$ cat src/rtl/txu_pkg.sv
package txu_pkg;
  // Width of the word length select field
  localparam int LEN_W = 2;

  // Strobes from control to datapath, at most one high per cycle
  typedef struct packed {
    logic load;   // copy holding register into shift register, drive start bit
    logic shift;  // put next frame bit on the line
    logic idle;   // frame over and nothing to follow: line goes high
  } txStrb_t;
endpackage

$ cat src/rtl/txu_ctrl.sv
module txu_ctrl
  import txu_pkg::*;
#(
  parameter int DATA_W = 8
) (
  input  logic             clk,
  input  logic             rstN,
  input  logic             txTick,
  input  logic             wrStb,
  input  logic             ctsN,
  input  logic [LEN_W-1:0] lenSel,
  input  logic             parEn,
  input  logic             twoStop,
  output txStrb_t          strb,
  output logic             holdEmpty,
  output logic             shiftEmpty,
  output logic             overrun
);
  localparam int FRAME_W = DATA_W + 3;
  localparam int CNT_W   = $clog2(FRAME_W + 2);

  typedef enum logic [1:0] {
    HOLD_EMPTY,
    HOLD_FULL,
    HOLD_XFER   // copied out, empty flag not yet raised
  } holdSt_t;

  holdSt_t          holdSt;
  logic             busy;
  logic [CNT_W-1:0] remain;
  logic [CNT_W-1:0] frameLen;
  logic             lastBit;
  logic             canLoad;

  // start + (DATA_W-3+lenSel) data + parity + stops
  assign frameLen = CNT_W'(DATA_W - 1) + CNT_W'(lenSel) + CNT_W'(parEn) + CNT_W'(twoStop);

  assign lastBit = busy && (remain == '0);
  assign canLoad = txTick && (holdSt == HOLD_FULL) && !ctsN && (!busy || lastBit);

  always_comb begin
    strb.load  = canLoad;
    strb.shift = txTick && busy && (remain != '0);
    strb.idle  = txTick && lastBit && !canLoad;
  end

  always_ff @(posedge clk) begin
    if (!rstN) begin
      busy   <= 1'b0;
      remain <= '0;
    end else if (strb.load) begin
      busy   <= 1'b1;
      remain <= frameLen - CNT_W'(1);
    end else if (strb.shift) begin
      remain <= remain - CNT_W'(1);
    end else if (strb.idle) begin
      busy <= 1'b0;
    end
  end

  always_ff @(posedge clk) begin
    if (!rstN) begin
      holdSt  <= HOLD_EMPTY;
      overrun <= 1'b0;
    end else begin
      if (wrStb) begin
        holdSt <= HOLD_FULL;
        if (holdSt == HOLD_FULL && !canLoad) overrun <= 1'b1;
      end else if (canLoad) begin
        holdSt <= HOLD_XFER;
      end else if (txTick && holdSt == HOLD_XFER) begin
        holdSt <= HOLD_EMPTY;
      end
    end
  end

  assign holdEmpty  = (holdSt == HOLD_EMPTY);
  assign shiftEmpty = !busy;


  hold_empty_after_tick_chk: assert property (@(posedge clk) disable iff (!rstN)
    $rose(holdEmpty) |-> $past(txTick));


  overrun_sticky_chk: assert property (@(posedge clk) disable iff (!rstN)
    overrun |=> overrun);
endmodule

$ cat src/rtl/txu_datapath.sv
module txu_datapath
  import txu_pkg::*;
#(
  parameter int DATA_W = 8
) (
  input  logic              clk,
  input  logic              rstN,
  input  logic              txTick,
  input  logic              wrStb,
  input  logic [DATA_W-1:0] wrData,
  input  logic [LEN_W-1:0]  lenSel,
  input  logic              parEn,
  input  logic              parOdd,
  input  txStrb_t           strb,
  output logic              txLine
);
  localparam int FRAME_W = DATA_W + 3;
  localparam int MIN_W   = DATA_W - 3;

  logic [DATA_W-1:0]  holdReg;
  logic [FRAME_W-1:0] shReg;
  logic [FRAME_W-1:0] frame;

  always_ff @(posedge clk) begin
    if (!rstN) holdReg <= '0;
    else if (wrStb) holdReg <= wrData;
  end

  // Bits after the start bit, first to go at index 0; unused tail stays 1 (stop/fill)
  always_comb begin
    int   wordLen;
    logic par;
    wordLen = MIN_W + int'(lenSel);
    par     = parOdd;
    frame   = '1;
    for (int i = 0; i < DATA_W; i++) begin
      if (i < wordLen) begin
        frame[i] = holdReg[i];
        par      = par ^ holdReg[i];
      end
    end
    for (int i = 0; i <= DATA_W; i++) begin
      if (parEn && i == wordLen) frame[i] = par;
    end
  end

  always_ff @(posedge clk) begin
    if (!rstN) begin
      shReg  <= '1;
      txLine <= 1'b1;
    end else if (strb.load) begin
      shReg  <= frame;
      txLine <= 1'b0;
    end else if (strb.shift) begin
      txLine <= shReg[0];
      shReg  <= {1'b1, shReg[FRAME_W-1:1]};
    end else if (strb.idle) begin
      txLine <= 1'b1;
    end
  end


  line_moves_on_tick_chk: assert property (@(posedge clk) disable iff (!rstN)
    !$stable(txLine) |-> $past(txTick));
endmodule

$ cat src/rtl/uart_tx_cts.sv
module uart_tx_cts
  import txu_pkg::*;
#(
  parameter int DATA_W = 8
) (
  input  logic              clk,
  input  logic              rstN,
  input  logic              txTick,
  input  logic              wrStb,
  input  logic [DATA_W-1:0] wrData,
  input  logic [LEN_W-1:0]  lenSel,
  input  logic              parEn,
  input  logic              parOdd,
  input  logic              twoStop,
  input  logic              breakEn,
  input  logic              ctsN,
  output logic              txOut,
  output logic              holdEmpty,
  output logic              shiftEmpty,
  output logic              bothEmpty,
  output logic              overrun
);
  txStrb_t strb;
  logic    txLine;

  txu_ctrl #(.DATA_W(DATA_W)) u_ctrl (
    .clk(clk), .rstN(rstN), .txTick(txTick), .wrStb(wrStb), .ctsN(ctsN),
    .lenSel(lenSel), .parEn(parEn), .twoStop(twoStop), .strb(strb),
    .holdEmpty(holdEmpty), .shiftEmpty(shiftEmpty), .overrun(overrun)
  );

  txu_datapath #(.DATA_W(DATA_W)) u_dp (
    .clk(clk), .rstN(rstN), .txTick(txTick), .wrStb(wrStb), .wrData(wrData),
    .lenSel(lenSel), .parEn(parEn), .parOdd(parOdd), .strb(strb), .txLine(txLine)
  );

  assign txOut     = txLine & ~breakEn;
  assign bothEmpty = holdEmpty & shiftEmpty;


  load_needs_cts_chk: assert property (@(posedge clk) disable iff (!rstN)
    $fell(shiftEmpty) |-> $past(!ctsN) && $past(txTick));


  idle_line_high_chk: assert property (@(posedge clk) disable iff (!rstN)
    (bothEmpty && !breakEn) |-> txOut);
endmodule

$ cat config.mk
export PLATFORM = sky130hd
export DESIGN_NAME = uart_tx_cts
export DESIGN_NICKNAME = d
export VERILOG_FILES = /design/src/rtl/txu_pkg.sv /design/src/rtl/txu_ctrl.sv /design/src/rtl/txu_datapath.sv /design/src/rtl/uart_tx_cts.sv
export SDC_FILE = /design/constraint.sdc
export NUM_CORES = 1
export LEC_CHECK = 0
export BUFFER_PORTS_ARGS = -buffer_cell sky130_fd_sc_hd__buf_2
export CAP_MARGIN = 20
export CORE_AREA = 4 4 57 59
export DETAILED_ROUTE_END_ITERATION = 8
export DIE_AREA = 0 0 61 63
export GPL_TIMING_DRIVEN = 1
export PLACE_DENSITY_LB_ADDON = 0.1
export REMOVE_ABC_BUFFERS = 1
export SETUP_SLACK_MARGIN = 0.15
export SYNTH_ARGS = -nofsm -noshare
export SYNTH_HDL_FRONTEND = slang
export SYNTH_SLANG_ARGS = --single-unit
$ cat constraint.sdc
create_clock -name clk -period 2.55 [get_ports clk]
set_input_delay 0.3825 -clock clk [delete_from_list [all_inputs] [get_ports clk]]
set_output_delay 0.3825 -clock clk [all_outputs]
set_load 0.02 [all_outputs]
==> metrics <==
setup bufs post-CTS=0; post-synthesis cell type count=41; final worst-path cycle share=82.00%; TritonCTS clock tree=built; EDFF count, synth=0; Startpoint Class=flip-flop; R2R Setup Slk=0.46 ns; clk slew on worst S/H paths=0.14 ns; Slew Limit Fails=0; Worst setup EP type=flip-flop; Post-Syn Area=0.001366 mm²; CTS-repair resized insts=0; top cells by area, synth=dfxtp_1, mux2i_1, nor2b_1; #FFs+latches synth=26; DR vias=1,114; Clock Latency Late Sink=0.32 ns; dpl cells=204; # nets final=200; top-area cell type share of the netlist area=38.10%; chip height=63 µm; Seq. cell area=520.5 µm²; R2R depth=8; minimum clock period=2.091 ns; CTS sink cnt=26; Worst Hold Launch=lenSel[0]; CTS Buf Count=3; RSZ-0062 raised after global routing=false; CTS Buffer Depth=2; Leak Pwr=0.6498 nW; # hold bufs at CTS=0; DR vias/cell=5.356; Layout Skew=0.005144 ns; fill cell count=253; CP arrival=2.31 ns; setup TNS=0 ns; worst vdd ir=0.0003260 V; multi-input logic area=778.2 µm²; top cells by count, synth=dfxtp_1, nand2_1, nor2b_1; placed wire-length estimate=2034 µm; DRT Pass-1 Iters=4; CTS H-Tree Depth=1; Hold Crit Endpoint=u_dp.shReg[7]; I/O pins=24; ANT nets after route=0; Rel. slew slack=60.05%; FF-to-FF Start=u_ctrl.remain[0]; Post-DP Area=0.001509 mm²; Initial Util=50.42%; Crit path required time=2.77 ns; Max Cap Viol=0; RR Endpoint=u_dp.shReg[6]; endpoints failing hold=0; Synth area leader=dfxtp_1; Hold Path Depth=2; sequential area share after synthesis=38.10%; final wirelength=2710 µm; async set-reset flop share out of synthesis=0%; antenna violations before repair=0; Max Clock Freq=478.2 MHz; count leader, synth=dfxtp_1; Die ar.=0.003843 mm²; largest net degree at the start of global routing=28; grt total ovfl=0; gr usage total=15.89%; number of global-route vias before repair=1,073; Die Wd=61 µm; # DRC=0; fraction of layout cells with a size suffix above 1=20.34%; status=completed; Root Buffer=clkbuf_4; final instance area=0.001545 mm²; Synth Area per Inst=8.815 µm²; core area=0.002710 mm²; IO Port Bufs=23; routed len/inst=13.03 µm; Hold WC Path Type=in -> reg; # diodes=0; worst-path maximum fanout=9; Pwr Density=520.1 mW/mm²; synth warn=0; Final Non-Filler Cells=208; Setup violations, final=0; P&R area growth vs syn=13.10%; site row count=19; Worst-Margin Slew=0.5977 ns; Mapped Cells=155; Synth Flop Type=dfxtp_1; first-pass GRT wire length=4740 µm; GP Congestion=0.7629; 1st-iter DRT viols=28; Setup CP Type=reg -> reg
-- cell type report --
class | count | area share, %
multi-input combinational | 112 | 50.36
sequential | 26 | 33.68
timing repair buffer | 26 | 8.907
tap | 31 | 2.510
clock buffer | 4 | 2.348
inverter | 9 | 2.186
-- per-layer routing --
metal	up-vias	track usage [%]	share of wire (%)
met3	4	2.479	4.9
li1	589	-	-
met2	22	25.80	45
met5	-	0	0
met4	0	5.691	1.2
met1	499	20.73	49
-- state kept, by name (all words and copies together) (netlist names) --
signal and flops:
u_dp.shReg 9, u_ctrl.overrun 1, u_ctrl.remain 4, u_dp.holdReg 8, u_ctrl.holdSt 2, u_ctrl.busy 1
u_dp.txLine 1
-- worst max-delay path, cell delays in order, from the launching register on --
cell and delay (ns):
dfxtp_1 0.41, inv_1 0.06, ha_1 0.22, nor3b_1 0.16, nor2_1 0.35, buf_4 0.24, mux2_2 0.33, a21oi_1 0.13
o31ai_1 0.07
-- kinds of logic (layout without fill, tap and decap cells) --
kind of cell               after synthesis  in the layout  synth area share, %
and+or+nand+nor                         53             53                21.06
AOI/OAI and AO/OA                       39             39                19.05
buffers and inverters                   17             39                4.945
adders and majority gates                3              3                3.296
muxes                                   11             11                8.150
xor gates and xnor gates                 6              6                5.404
DFF                                     26             26                38.10
-- cells in the final DEF, fill, tap and decap left out, types with 3 or more instances in the layout --
cell	n
clkbuf_4	3
a221o_1	3
o22ai_1	3
nor2b_1	13
nand2_1	15
o21ai_0	8
a21oi_1	10
nor2_1	10
mux2i_1	10
dfxtp_1	26
buf_4	3
inv_1	9
buf_2	23
nor3b_1	3
nor3_1	4
-- power breakdown --
group	internal [mW]	switching, mW
registers	0.427	0.0183
clock network	0.0873	0.120
logic	0.0743	0.0767
total	0.589	0.215
-- stage by stage --
stage / util, % / setup slack, ns / power [mW] / hold WS [ns]
after floorplan: - / 0.5061 / 0.5534 / 0.4543
after global placement: 55.68 / 0.5698 / 0.6022 / 0.4472
after detailed placement: 55.68 / 0.4902 / 0.6060 / 0.4473
after CTS: 57.02 / 0.4642 / 0.8142 / 0.2885
after global routing: 57.02 / 0.2603 / 0.8523 / 0.3208
final: 57.02 / 0.4590 / 0.8037 / 0.3064
-- how the worst max path moves through the flow --
stage,endpoint,from,slack [ns],cells after the start
detailed placement,u_dp.shReg[6],u_ctrl.remain[0],0.49,8
CTS,u_dp.shReg[6],u_ctrl.remain[0],0.46,8
finish,u_dp.shReg[6],u_ctrl.remain[0],0.46,8
global placement,u_dp.shReg[6],u_ctrl.remain[0],0.57,8
global route,u_dp.shReg[6],u_ctrl.remain[0],0.26,8
floorplan,u_dp.shReg[7],u_ctrl.remain[0],0.51,7
(Power assumes the default switching activity.)
